<file path="config.mk">
export PLATFORM = sky130hd
export DESIGN_NAME = gpio_irq_port
export DESIGN_NICKNAME = d
export VERILOG_FILES = /design/src/rtl/gpio_pkg.sv /design/src/rtl/gpio_in_sync.sv /design/src/rtl/gpio_event_detect.sv /design/src/rtl/gpio_status_bank.sv /design/src/rtl/gpio_irq_port.sv
export SDC_FILE = /design/constraint.sdc
export NUM_CORES = 1
export LEC_CHECK = 0
export ABC_AREA = 1
export BUFFER_PORTS_ARGS = -buffer_cell sky130_fd_sc_hd__buf_2
export CAP_MARGIN = 20
export CORE_MARGIN = 2
export CORE_UTILIZATION = 41
export DETAILED_ROUTE_END_ITERATION = 16
export GPL_ROUTABILITY_DRIVEN = 0
export SKIP_LAST_GASP = 1
export SLEW_MARGIN = 30
export SYNTH_ARGS = -nofsm -noshare
export SYNTH_HDL_FRONTEND = slang
export SYNTH_SLANG_ARGS = --single-unit
</file>
<file path="constraint.sdc">
create_clock -name clk -period 2.75 [get_ports clk]
set_input_delay 0.825 -clock clk [delete_from_list [all_inputs] [get_ports clk]]
set_output_delay 0.825 -clock clk [all_outputs]
set_load 0.01 [all_outputs]
</file>
<file path="src/rtl/gpio_pkg.sv">
// Package: shared word indices and sense codes for the GPIO port.
// Assumes a 32-bit word bus with byte addresses, so the word index is addr[4:2].
package gpio_pkg;
    localparam int unsigned BUS_W  = 32;
    localparam int unsigned ADDR_W = 5;

    localparam logic [2:0] IDX_DATA   = 3'd0;
    localparam logic [2:0] IDX_DIR    = 3'd1;
    localparam logic [2:0] IDX_LEVEL  = 3'd2;
    localparam logic [2:0] IDX_SENSE0 = 3'd3;
    localparam logic [2:0] IDX_SENSE1 = 3'd4;
    localparam logic [2:0] IDX_MASK   = 3'd5;
    localparam logic [2:0] IDX_STATUS = 3'd6;
    localparam logic [2:0] IDX_ANYEDG = 3'd7;

    typedef enum logic [1:0] {
        SENSE_LOW  = 2'b00,
        SENSE_HIGH = 2'b01,
        SENSE_RISE = 2'b10,
        SENSE_FALL = 2'b11
    } sense_e;
endpackage

</file>
<file path="src/rtl/gpio_in_sync.sv">
// Module: gpio_in_sync
// Brings asynchronous pad levels into the clock domain through a STAGES-deep
// flop chain. It also keeps the synchronized level from one cycle earlier,
// which the edge detectors use.
// Assumes STAGES >= 2 and a synchronous active-low reset.
module gpio_in_sync #(
    parameter int unsigned W      = 32,
    parameter int unsigned STAGES = 2
) (
    input  logic         clk,
    input  logic         rst_n,
    input  logic [W-1:0] din,
    output logic [W-1:0] level,
    output logic [W-1:0] level_prev
);
    logic [STAGES-1:0][W-1:0] chain_q;
    logic [W-1:0]             prev_q;

    // Shift the pad sample along the synchronizer chain.
    always_ff @(posedge clk) begin
        if (!rst_n) chain_q <= '0;
        else        chain_q <= {chain_q[STAGES-2:0], din};
    end

    // Keep the synchronized level from one cycle back.
    always_ff @(posedge clk) begin
        if (!rst_n) prev_q <= '0;
        else        prev_q <= chain_q[STAGES-1];
    end

    assign level      = chain_q[STAGES-1];
    assign level_prev = prev_q;
endmodule

</file>
<file path="src/rtl/gpio_event_detect.sv">
// Module: gpio_event_detect
// Combinational per-pin condition detector. Each pin uses its 2-bit sense
// code, unless its any-edge bit is set, in which case both edges count.
// Assumes the inputs are already synchronized.
module gpio_event_detect
    import gpio_pkg::*;
#(
    parameter int unsigned W = 32
) (
    input  logic [W-1:0]   cur,
    input  logic [W-1:0]   prev,
    input  logic [2*W-1:0] sense,
    input  logic [W-1:0]   any_edge,
    output logic [W-1:0]   evt
);
    for (genvar p = 0; p < W; p++) begin : g_pin
        sense_e code;
        assign code = sense_e'(sense[2*p +: 2]);

        // Decide whether pin p shows its configured condition this cycle.
        always_comb begin
            if (any_edge[p]) begin
                evt[p] = cur[p] ^ prev[p];
            end else begin
                unique case (code)
                    SENSE_LOW:  evt[p] = ~cur[p];
                    SENSE_HIGH: evt[p] = cur[p];
                    SENSE_RISE: evt[p] = cur[p] & ~prev[p];
                    SENSE_FALL: evt[p] = ~cur[p] & prev[p];
                    default:    evt[p] = 1'b0;
                endcase
            end
        end
    end
endmodule

</file>
<file path="src/rtl/gpio_status_bank.sv">
// Module: gpio_status_bank
// Holds the sticky per-pin status bits. A clear is write-1-to-clear, and a
// set in the same cycle takes priority. Also registers the masked OR as the
// interrupt line.
// Assumes clr is already qualified by a valid write strobe.
module gpio_status_bank #(
    parameter int unsigned W = 32
) (
    input  logic         clk,
    input  logic         rst_n,
    input  logic [W-1:0] evt,
    input  logic [W-1:0] clr,
    input  logic [W-1:0] mask,
    output logic [W-1:0] status,
    output logic         irq
);
    logic [W-1:0] status_q;
    logic         irq_q;

    // Update the sticky status: clear first, then the new events win.
    always_ff @(posedge clk) begin
        if (!rst_n) status_q <= '0;
        else        status_q <= (status_q & ~clr) | evt;
    end

    // Register the combined masked interrupt.
    always_ff @(posedge clk) begin
        if (!rst_n) irq_q <= 1'b0;
        else        irq_q <= |(status_q & mask);
    end

    assign status = status_q;
    assign irq    = irq_q;
endmodule

</file>
<file path="src/rtl/gpio_irq_port.sv">
// Module: gpio_irq_port (top)
// 32-pin I/O port with a word register bus and per-pin interrupt detection.
// Contains the register decode and the read mux, and instantiates the
// synchronizer, the event detectors and the status bank.
// Assumes single-cycle accesses: a write lands on the next edge, and reads
// are combinational from the addressed word.
module gpio_irq_port
    import gpio_pkg::*;
#(
    parameter int unsigned PIN_W       = 32,
    parameter int unsigned SYNC_STAGES = 2
) (
    input  logic              clk,
    input  logic              rst_n,
    input  logic              bus_sel,
    input  logic              bus_wr,
    input  logic [ADDR_W-1:0] bus_addr,
    input  logic [PIN_W-1:0]  bus_wdata,
    output logic [PIN_W-1:0]  bus_rdata,
    input  logic [PIN_W-1:0]  pad_in,
    output logic [PIN_W-1:0]  pad_out,
    output logic [PIN_W-1:0]  pad_oe,
    output logic              irq
);
    localparam int unsigned SENSE_W = 2 * PIN_W;

    logic [PIN_W-1:0] data_q, dir_q, sense0_q, sense1_q, mask_q, anyedge_q;
    logic [PIN_W-1:0] level, level_prev, evt, status_q, clr;
    logic [SENSE_W-1:0] sense_flat;
    logic [2:0] widx;
    logic       wr_ok;

    assign widx  = bus_addr[4:2];
    assign wr_ok = bus_sel & bus_wr & (bus_addr[1:0] == 2'b00);

    // Store the writable configuration and data words.
    always_ff @(posedge clk) begin
        if (!rst_n) begin
            data_q    <= '0;
            dir_q     <= '0;
            sense0_q  <= '0;
            sense1_q  <= '0;
            mask_q    <= '0;
            anyedge_q <= '0;
        end else if (wr_ok) begin
            case (widx)
                IDX_DATA:   data_q    <= bus_wdata;
                IDX_DIR:    dir_q     <= bus_wdata;
                IDX_SENSE0: sense0_q  <= bus_wdata;
                IDX_SENSE1: sense1_q  <= bus_wdata;
                IDX_MASK:   mask_q    <= bus_wdata;
                IDX_ANYEDG: anyedge_q <= bus_wdata;
                default:    ;
            endcase
        end
    end

    // Form the write-1-to-clear vector for the status bank.
    always_comb begin
        clr = '0;
        if (wr_ok && widx == IDX_STATUS) clr = bus_wdata;
    end

    // Select the addressed word for reading.
    always_comb begin
        unique case (widx)
            IDX_DATA:   bus_rdata = data_q;
            IDX_DIR:    bus_rdata = dir_q;
            IDX_LEVEL:  bus_rdata = level;
            IDX_SENSE0: bus_rdata = sense0_q;
            IDX_SENSE1: bus_rdata = sense1_q;
            IDX_MASK:   bus_rdata = mask_q;
            IDX_STATUS: bus_rdata = status_q;
            IDX_ANYEDG: bus_rdata = anyedge_q;
            default:    bus_rdata = '0;
        endcase
    end

    assign sense_flat = {sense1_q, sense0_q};
    assign pad_out    = data_q;
    assign pad_oe     = dir_q;

    gpio_in_sync #(.W(PIN_W), .STAGES(SYNC_STAGES)) u_sync (
        .clk        (clk),
        .rst_n      (rst_n),
        .din        (pad_in),
        .level      (level),
        .level_prev (level_prev)
    );

    gpio_event_detect #(.W(PIN_W)) u_detect (
        .cur      (level),
        .prev     (level_prev),
        .sense    (sense_flat),
        .any_edge (anyedge_q),
        .evt      (evt)
    );

    gpio_status_bank #(.W(PIN_W)) u_status (
        .clk    (clk),
        .rst_n  (rst_n),
        .evt    (evt),
        .clr    (clr),
        .mask   (mask_q),
        .status (status_q),
        .irq    (irq)
    );
endmodule

</file>
=== Word level (Yosys, flattened, before mapping) ===
Index checks and enable logic that the tools add are counted.
W data, S select, Z words.

* Bits of input ports: 73
* Logic and storage cells: 388
* Register bits after elaboration: 321

* Mux-type cells: 66
* Equal/unequal tests: 103
* Reduce and logical (&&, ||, !) cells: 42
* Bitwise operators: 166

{| class="wikitable"
|+ Operator list
! kind !! count
|-
| $pmux W32 S8 || 1
|-
| $eq A2 B2 Y1 const B || 64
|-
| $pmux W1 S4 || 32
|-
| $and A1 B1 Y1 || 66
|-
| $logic_not A2 Y1 || 33
|-
| $and A32 B32 Y32 || 2
|-
| $eq A2 B1 Y1 const B || 32
|-
| $not A1 Y1 || 64
|-
| $mux W1 || 32
|-
| $mux W32 || 1
|-
| $not A32 Y32 || 1
|-
| $or A32 B32 Y32 || 1
|-
| $reduce_or A32 Y1 || 1
|-
| $xor A1 B1 Y1 || 32
|-
| $eq A3 B3 Y1 const B || 4
|-
| $reduce_and A2 Y1 || 6
|-
| $eq A3 B2 Y1 const B || 2
|-
| $eq A3 B1 Y1 const B || 1
|-
| $logic_not A3 Y1 || 1
|-
| $logic_and A1 B1 Y1 || 1
|}

=== Depth between registers and ports, before layout ===
Gate-level depths: netlist (run 1).

* Depth after elaboration: 7
* Gate-level depth with buffers: 10
* Mapped depth without buffers: 8

=== Modules after synthesis ===
From an unflattened synthesis (run 1), not the netlist that was laid out.

* Cells, all modules: 2,809
* Area, all modules: 17,501.8 sq um

{| class="wikitable"
|+ Modules (own cells, without submodules)
! module !! area an instance (sq um) !! cells each !! times used
|-
| gpio_irq_port || 10,157.2 || 1,676 || 1
|-
| gpio_event_detect || 3,019.1 || 606 || 1
|-
| gpio_in_sync || 3,000.4 || 331 || 1
|-
| gpio_status_bank || 1,325.0 || 196 || 1
|}

=== Least setup slack after synthesis (run 1) ===
Ideal clock, no wire load.

* Kind: input-to-output
* Start: in bus_addr[3]
* End: out bus_rdata[10]
* Required time: 1,925 ps
* Arrival: 1,697 ps
* Slack: 228 ps
* Path buffers: 1
* Stages: 6
* Cells stage by stage: nor3_2 clkbuf_1 nand2_1 o21ai_0 nor2_1 nand3_1

* Longest elaborated chain between the ends: 2
* Elaborated cells between the ends (all ways): 9

{| class="wikitable"
|+ Ends and longest elaborated chain
! what !! line !! source
|-
| start: declaration || gpio_irq_port.sv:17 || <nowiki>input logic [ADDR_W-1:0] bus_addr,</nowiki>
|-
| $eq A3 B3 Y1, or another cell as far along || gpio_irq_port.sv:66 || <nowiki>unique case (widx)</nowiki>
|-
| $pmux W32 S8 * || gpio_irq_port.sv:66 ||
|-
| end: declaration || gpio_irq_port.sv:19 || <nowiki>output logic [PIN_W-1:0] bus_rdata,</nowiki>
|}

Mark *: on every way between the ends. The rest lies on a longest branch, timed or not.

=== Worst setup path in the final report (run 1) ===
* Start: in bus_addr[2]
* End: out bus_rdata[15]

Same word-level chain as after synthesis.

==> results of run 1 <==
-- critical path: stages --
cell,delay [ns]
buf_12,0.11
inv_8,0.04
nor3_4,0.24
buf_6,0.17
buf_12,0.15
nand2_1,0.05
o21ai_1,0.07
nor2_1,0.08
nand3_1,0.13
buf_2,0.16
-- where the power goes --
group | switching, uW | internal, uW | total (uW)
Clock | 1970 | 2850 | 4820
Sequential | 80.8 | 4760 | 4840
Combinational | 541 | 300 | 842
Total | 2590 | 7920 | 10500
-- timing repair --
action / in CTS / in global routing
cloned: 5 / 3
setup buffers: 0 / 4
hold buffers: 0 / 0
pin swaps: 1 / 38
resized for setup: 23 / 67
setup endpoints to repair: 31 / 32
-- cell usage after synthesis (all sizes together) --
cell / number
a21oi: 97
buf: 25
clkbuf: 77
clkinv: 1
dfxtp: 321
ha: 64
inv: 365
nand2: 426
nand3: 165
nor2: 353
nor3: 1
o21ai: 224
o22ai: 64
or2: 32
-- cells by family after synthesis --
family,after synthesis
AND/OR/NAND/NOR,977
flip-flops,321
adder cells (fa/ha/maj),64
AO/OA/AOI/OAI,385
buffers and inverters,468
-- cell type report --
| class | count | area, um2 | area share |
|---|---|---|---|
| inverters | 366 | 1380 | 0.0755 |
| multi-input cells | 1426 | 6980 | 0.381 |
| well taps | 461 | 577 | 0.0315 |
| clock buffers | 53 | 1060 | 0.0576 |
| clock inverters | 12 | 113 | 0.00614 |
| repair buffers | 228 | 1790 | 0.0979 |
| flip-flops and latches | 321 | 6430 | 0.351 |
-- through the flow --
step / TNS [ns] / util
after floorplan: 0 / -
after global placement: -0.502 / 0.467
after detailed placement: -1.10 / 0.467
after CTS: -0.301 / 0.505
after global routing: -3.93 / 0.513
final: -1.78 / 0.513
-- path summary, 6_finish.rpt --
check | slack (ns) | endpoint | from | cells after the start
setup reg to reg | 1.15 | u_status.status[13] | u_sync.level[13] | 6
hold / removal | 0.41 | u_sync.level[11] | u_sync.chain_q[11] | 2
hold reg to reg | 0.41 | u_sync.level[11] | u_sync.chain_q[11] | 2
setup / recovery | -0.12 | bus_rdata[15] | bus_addr[2] | 10
-- layer usage --
layer  up-vias  routed length [um]  GRT usage
met4         0                1960      0.102
met3       108                3460     0.0361
met2       501               24100      0.446
li1       7240                   -          -
met5         -                   0          0
met1      6755               22800      0.349
==> impl_results.md, run 1 <==
* Ant diodes at 0
* Cells after DPL at about 2800
* Vias at 14604
* Hold crit path type: flop to flop
* Initial antenna violation count at 0
* PortBufs at between 150 and 200
* CTS tree: yes
* Fill cells at between 3000 and 4000
* Main combinational cell family by area after synthesis: simple AND/OR/NAND/NOR gates
* Number of routed nets with antenna violations at 0
* Commonest cells after routing, fill and taps aside: 409 x nand2_1, 355 x inv_1, 349 x nor2_1, 321 x dfxtp_1, 199 x o21ai_0
* CTS clk-pin slew, worst paths at ~0.060 ns
* Startpoint types: input pin
* Synth Area in Adders at 0.0535
* Failing checks: negative setup slack
* Die width at 195 um
* Clock latency on the worst-skew pair at approximately 0.54 ns
* Final #Nets at 2517
* Total power at between 10000 and 15000 uW
* Pre-antenna DRT Iters at 5
* Mux contribution to synthesized area at 0
* Synthesized area per cell at between 6 and 7 um2
* Finished Layout Cells at between 2000 and 3000
* Register area share after synthesis at 0.429
* Max_cap viols at 0
* CP max FO at 7
* Largest net degree at the start of global routing at ~110
* Synth area leaders: dfxtp_1 43%, nand2_1 11%, inv_1 8.9%, nor2_1 8.8%, o21ai_0 7.3%
* Arr. time, crit path at ~2.0 ns
* Vias in the first global route at approximately 14000
* Clock Sinks at around 320
* IO Count at between 150 and 200
* Row cnt at 69
* Min Tclk post-route at ~2.9 ns
* Area growth syn-to-layout at 22.4%
* Pwr dens at around 570 nW/um2
* Wire length of the first global-routing pass at between 70000 and 80000 um
* 1st-iter DRT viols at 1145
* Commonest non-fill, non-tap cell in the layout: nand2_1
* Post-synth top area cell: dfxtp_1
* Post-DP HPWL at 34600 um
* Placed inst area at approximately 17000 um2
* Final setup fails at 26
* Critical path class: input pin to output pin
* Leak at 0.00856 uW
* Period utilization at 1.04
* Yosys warning count at 0
* Final hold violation count at 0
* Vias/cell at just over 5
* H-tree levels at 2
* Crit end category: output pin
* GR Util All Layers at 0.266
* Cells after Synth at 2215
* Die area at about 38000 um2
* Fmax at ~350 MHz
* Status: finished, violations left
* Worst rel slew slack at 0.463
* Clock Path Buffers at 3
* Post-route cell area at ~18000 um2
* Die boundary height at around 200 um
* DR WL/cell at around 18 um
* Yosys reg bits at about 320
* Synth Area in XOR/XNOR at 0
* Initial Util at 0.419
* Synth Area in Compound Gates at 0.134
* Share of layout cells above drive strength 1 at 0.155
* Clock root cell: clkbuf_16
* Setup WS post-layout at -0.117 ns
* Placement Setup Slack at -0.0768 ns
* Post-Syn Area at 15000 um2
* Slew Viols, Final at 0
* Routed wire length at about 52000 um
* Core ar. at ~36000 um2
* Slew @ Worst Pin at roughly 0.80 ns
* Post-Syn Nets at between 2000 and 2500
* RSZ-0062 raised after global routing: true
* Post-synth top area share at 0.429
* Final hold slack at a little over 0.4 ns
* Remaining DRCs at 0
* Total grt overflow at 0
* Synth cell types at 17
* Simple-Gate Fraction of Synth Area at 0.264
* CTS buffer count at 37
* Maximum vdd drop at between 0.4 and 0.5 mV
* Clk_skew at ~0.011 ns
* Worst path required time at 1.93 ns
Power figures use the tool's default switching activity.
==> run 2, diff against run 1 <==
--- a/config.mk
+++ b/config.mk
@@ -12,6 +12,7 @@
 export CORE_UTILIZATION = 41
 export DETAILED_ROUTE_END_ITERATION = 16
 export GPL_ROUTABILITY_DRIVEN = 0
+export PLACE_DENSITY = 0.64
 export SKIP_LAST_GASP = 1
 export SLEW_MARGIN = 30
 export SYNTH_ARGS = -nofsm -noshare
==> run 2 against run 1 <==
  * The flow still finishes with violations (negative setup slack)
  * Setup slack gained 0.064 ns
  * Combinational power shrank 2%
  * Via count grew 1.2%
  * Global-route usage shrank 0.49 points
  * Worst hold slack lost 0.0015 ns
  * Fmax grew 2.3%
  * Sequential cell count is the same
  * Register-to-register slack is essentially flat
  * Clock power shrank 0.8%
  * Cell count grew 0.35%
  * Non-clock buffer count grew 9
  * Critical path type unchanged
==> impl_results.md, run 2 (synthesized netlist as in run 1, its figures left out) <==
* Status: finished, violations left
* Failing checks: negative setup slack
* IO Count at between 150 and 200
* Clk_skew at roughly 0.013 ns
* Min-delay src: u_sync.chain_q[26]
* RSZ-0062 raised after global routing: true
* Vias in the first global route at ~14000
* CTS buffer count at 37
* Die width at 195 um
* Leak at 0.00853 uW
* Max_cap viols at 0
* Final #Nets at about 2500
* Pwr dens at 574 nW/um2
* Commonest cells after routing, fill and taps aside: 415 x nand2_1, 355 x inv_1, 350 x nor2_1, 321 x dfxtp_1, 209 x o21ai_0
* Post-DP HPWL at approximately 35000 um
* Maximum vdd drop at 0.430 mV
* Hold crit path type: flop to flop
* Hold endpoint: u_sync.level[26]
* Worst reg2reg path startpoint: u_sync.level[19]
* Final setup fails at 17
* Slew @ Worst Pin at 0.523 ns
* PortBufs at between 150 and 200
* Wire length of the first global-routing pass at 77300 um
* Pre-antenna DRT Iters at 8
* Share of layout cells above drive strength 1 at 0.149
* Total grt overflow at 0
* Die boundary height at a little under 200 um
* Clock Path Buffers at 3
* Min Tclk post-route at ~2.8 ns
* Critical path class: input pin to output pin
* Clock latency on the worst-skew pair at roughly 0.54 ns
* Startpoint types: input pin
* Vias/cell at roughly 5.1
* Setup WS post-layout at -0.0532 ns
* Clock root cell: clkbuf_16
* Row cnt at between 60 and 70
* CP max FO at 8
* 1st-iter DRT viols at approximately 1200
* Arr. time, crit path at 1.98 ns
* FF-to-FF setup slack at between 1 and 1.5 ns
* Hold Crit Depth at 2
* Vias at between 10000 and 15000
* CTS Hold Bufs at 0
* H-tree levels at 2
* Initial antenna violation count at 2
* Finished Layout Cells at about 2900
* Routed wire length at about 50000 um
* Slew Viols, Final at 0
* Reg2Reg Depth at 6
* Clock Sinks at around 320
* Fmax at 357 MHz
* Number of routed nets with antenna violations at 0
* CTS tree: yes
* Period utilization at 1.02
* Die area at between 30000 and 40000 um2
* DR WL/cell at 17.6 um
* RR Endpoint: u_status.status[19]
* CTS clk-pin slew, worst paths at roughly 0.05 ns
* Worst path required time at 1.93 ns
* Remaining DRCs at 0
* Initial Util at 0.419
* Final hold violation count at 0
* Worst rel slew slack at 0.651
* Area growth syn-to-layout at 21.5%
* Cells after DPL at 2800
* Post-route cell area at around 18000 um2
* Largest net degree at the start of global routing at 92
* GR Util All Layers at 0.261
* Placed inst area at around 17000 um2
* Crit end category: output pin
* Core ar. at roughly 36000 um2
* Commonest non-fill, non-tap cell in the layout: nand2_1
[run 2: cell count changes in the layout (fill, tap and decap cells not counted), sizes merged]
cell	before	now
buf	223	236
bufbuf	2	0
clkbuf	56	54
diode	0	2
inv	365	367
bufinv	2	1
clkinv	10	9
clkinvlp	1	0
[run 2: worst max-delay path: stages]
cell and delay [ns]:
buf_12 0.11, nor3_4 0.24, buf_6 0.18, buf_12 0.16
nand2_2 0.06, o21ai_2 0.06, nor2_1 0.05, nand3_1 0.13
buf_2 0.16
[run 2: worst max-delay path by stage]
stage,startpoint,end,slack (ns),depth (start not counted)
2_1_floorplan,bus_addr[3],bus_rdata[10],0.23,6
3_3_place_gp,bus_addr[3],bus_rdata[15],-0.12,8
3_5_place_dp,bus_addr[3],bus_rdata[15],-0.12,8
4_1_cts,bus_addr[2],bus_rdata[5],-0.06,10
5_1_grt,bus_addr[3],bus_rdata[17],-0.13,9
6_report,bus_addr[3],bus_rdata[17],-0.05,9
[run 2: power by group]
group	total (uW)	internal, uW	switching, uW
logic	822	295	527
clock network	4780	2800	1980
registers	4850	4760	81.0
total	10400	7860	2590
[run 2: layout make-up]
type,count,area [um2]
fillers,3619,17500
multi-input cells,1426,6880
flip-flops and latches,321,6430
well taps,461,577
clock inverters,11,87.6
repair buffers,237,1770
inverters,366,1380
clock buffers,53,1070
diodes,2,5.00
[run 2: repair_timing]
| item | in CTS | in global routing |
|---|---|---|
| buffers inserted | 8 | 1 |
| pin swaps | 20 | 17 |
| endpoints found under the setup margin | 32 | 32 |
| resized for setup | 38 | 23 |
| cloned | 3 | 0 |
[run 2: metrics by stage]
stage / utilization / setup WS [ns] / setup TNS [ns] / power, uW / hold WS, ns
after floorplan: - / 0.228 / 0 / 5340 / 0.390
after global placement: 0.467 / -0.116 / -0.842 / 5690 / 0.396
after detailed placement: 0.467 / -0.123 / -1.37 / 5710 / 0.396
after CTS: 0.507 / -0.0631 / -0.724 / 10500 / 0.410
after global routing: 0.509 / -0.128 / -2.73 / 10800 / 0.425
final: 0.509 / -0.0532 / -0.416 / 10400 / 0.409
[run 2: per-layer routing]
layer,track usage,wire (um),vias up,part of all wire
met5,0,12,-,0.00024
li1,-,-,7237,-
met3,0.0378,3860,121,0.076
met2,0.432,23000,596,0.45
met1,0.337,21500,6820,0.42
met4,0.122,2230,2,0.044
==> run 3, diff against run 2 <==
--- a/config.mk
+++ b/config.mk
@@ -13,7 +13,6 @@
 export DETAILED_ROUTE_END_ITERATION = 16
 export GPL_ROUTABILITY_DRIVEN = 0
 export PLACE_DENSITY = 0.64
-export SKIP_LAST_GASP = 1
 export SLEW_MARGIN = 30
 export SYNTH_ARGS = -nofsm -noshare
 export SYNTH_HDL_FRONTEND = slang
==> run 3 against run 2 <==
  * The run still ends with negative setup slack left
  * Cell count is essentially flat
  * Global-route usage about the same
  * Sequential share of layout area about the same
  * Total power barely moved
  * Clock skew is 0.0014 ns higher
  * Setup slack got worse by 0.010 ns
  * Final area is essentially flat
  * Die area is the same
  * Register-to-register slack is essentially flat
  * Largest cell class unchanged
  * Largest power group unchanged
  * Highest routed layer unchanged
==> impl_results.md, run 3 (synthesized netlist as in run 1, its figures left out) <==
* Status: finished, violations left
* Failing checks: negative setup slack
* Sw Share at 0.247
* Leak at ~0.0085 uW
* RSZ-0062 raised after global routing: true
* Max_cap viols at 0
* Critical path's most frequent cell: nand3_1
* Clk pwr share at 0.457
* PortBufs at between 150 and 200
* Post-DP HPWL at roughly 35000 um
* Worst rel slew slack at 0.651
* CTS tree: yes
* Hold crit path type: flop to flop
* Finished Layout Cells at 2875
* Maximum vdd drop at about 0.42 mV
* Vias in the first global route at 13998
* Pwr dens at roughly 570 nW/um2
* Slew @ Worst Pin at between 0.5 and 0.6 ns
* Slew Viols, Final at 0
* Fill cells at about 3600
* Clock root cell: clkbuf_16
* 1st-iter DRT viols at ~1200
* Vias at 14666
* Min Tclk post-route at 2.81 ns
* Startpoint types: input pin
* Initial antenna violation count at 2
* Crit end category: output pin
* Share of layout cells above drive strength 1 at 0.149
* Period utilization at 1.02
* Internal at just under 8000 uW
* Row cnt at 69
* Wire length of the first global-routing pass at around 77000 um
* CTS Hold Bufs at 0
* Final setup fails at 18
* Worst path required time at about 1.9 ns
* H-tree levels at 2
* Vias/cell at ~5.1
* GR Util All Layers at 0.262
* DR WL/cell at between 15 and 20 um
* Commonest cells after routing, fill and taps aside: 415 x nand2_1, 355 x inv_1, 350 x nor2_1, 321 x dfxtp_1, 209 x o21ai_0
* Clk_skew at between 0.01 and 0.015 ns
* Final hold violation count at 0
* CP max FO at 32
* Total grt overflow at 0
* Routed wire length at between 50000 and 60000 um
* Setup WS post-layout at -0.0633 ns
* Die area at 38100 um2
* Area growth syn-to-layout at 21.4%
* CTS buffer count at 37
* Clock Sinks at around 320
* Clock latency on the worst-skew pair at roughly 0.54 ns
* Crit-path max cell delay at 0.23 ns
* Commonest non-fill, non-tap cell in the layout: nand2_1
* Clock Path Buffers at 3
* CP bufs+invs at 4
* P_sw at approximately 2600 uW
* Initial Util at 0.419
* Remaining DRCs at 0
* CTS clk-pin slew, worst paths at 0.05 ns
* Cells after DPL at 2800
* Pre-antenna DRT Iters at 6
* Largest net degree at the start of global routing at between 90 and 100
* Critical path class: input pin to output pin
* Crit-path cells: buf_6 > inv_2 > nand3_1 > buf_12 > o21ai_0 > nor2_1 > nand3_1 > buf_2
* Slowest cell on the critical path: buf_12
* Fmax at around 360 MHz
* Flop pwr share at 0.464
* Die width at approximately 200 um
* Final #Nets at 2525
* Die boundary height at ~200 um
* IO Count at 170
* Number of routed nets with antenna violations at 0
* Final TNS setup at -0.426 ns
* CP top delay family: buffers and inverters
* Core ar. at roughly 36000 um2
* Arr. time, crit path at between 1.5 and 2 ns
* Logic pwr share at 0.078
## run 3: changes by cell type in the layout (fill, tap and decap cells not counted)
| cell | change |
|---|---|
| buf_12 | -1 |
| diode_2 | -1 |
| o22ai_2 | +1 |
| inv_2 | -1 |
| o22ai_1 | -1 |
| inv_4 | +1 |
## run 3: path summary, 6_finish.rpt
path	slack [ns]	cells after the start	to	startpoint
max reg2reg	1.14	6	u_status.status[19]	u_sync.level[19]
max	-0.06	8	bus_rdata[23]	bus_addr[4]
min	0.41	2	u_sync.level[26]	u_sync.chain_q[26]
min reg2reg	0.41	2	u_sync.level[26]	u_sync.chain_q[26]
## run 3: timing repair
action | in CTS | in global routing
pin swaps | 21 | 17
setup buffers | 8 | 0
hold endpoints to repair | 0 | 0
resized for setup | 42 | 21
cloned | 3 | 0
setup endpoints to repair | 32 | 32
## run 3: per-layer routing
metal	wire length, um	GRT usage	share of wire
met2	22900	0.431	0.45
met4	2290	0.124	0.045
met3	3800	0.0382	0.075
met1	21400	0.337	0.42
met5	25	0	0.00050
## run 3: layout make-up
| type | instances | area [um2] | share of cell area |
|---|---|---|---|
| clock buffer | 53 | 1070 | 0.0588 |
| antenna | 1 | 2.50 | 0.000138 |
| tap | 461 | 577 | 0.0317 |
| multi-input combinational | 1426 | 6890 | 0.379 |
| clock inverter | 11 | 87.6 | 0.00482 |
| sequential | 321 | 6430 | 0.353 |
| inverter | 366 | 1380 | 0.0760 |
| timing repair buffer | 236 | 1750 | 0.0963 |
## run 3: through the flow
stage	utilization	cell area (um2)	total power (uW)	hold WS (ns)	setup slack (ns)
2_1_floorplan	-	15000	5340	0.390	0.228
3_3_place_gp	0.467	16700	5690	0.396	-0.116
3_5_place_dp	0.467	16700	5710	0.396	-0.123
4_1_cts	0.507	18100	10500	0.410	-0.0631
5_1_grt	0.509	18200	10800	0.425	-0.132
6_report	0.509	18200	10400	0.409	-0.0633
## run 3: worst register-to-register path: stages (launching register included)
cell	delay (ns)
dfxtp_1	0.47
inv_1	0.20
ha_1	0.32
or2_2	0.29
nand2_1	0.13
nor2_1	0.06
nor2_1	0.09
## run 3: power by group through the flow
stage               Clock [uW]  Sequential, uW  Combinational, uW
floorplan                    0            4920                413
global route              5030            4860                911
global placement             0            4940                748
detailed placement           0            4940                764
CTS                       4850            4840                810
finish                    4770            4850                819
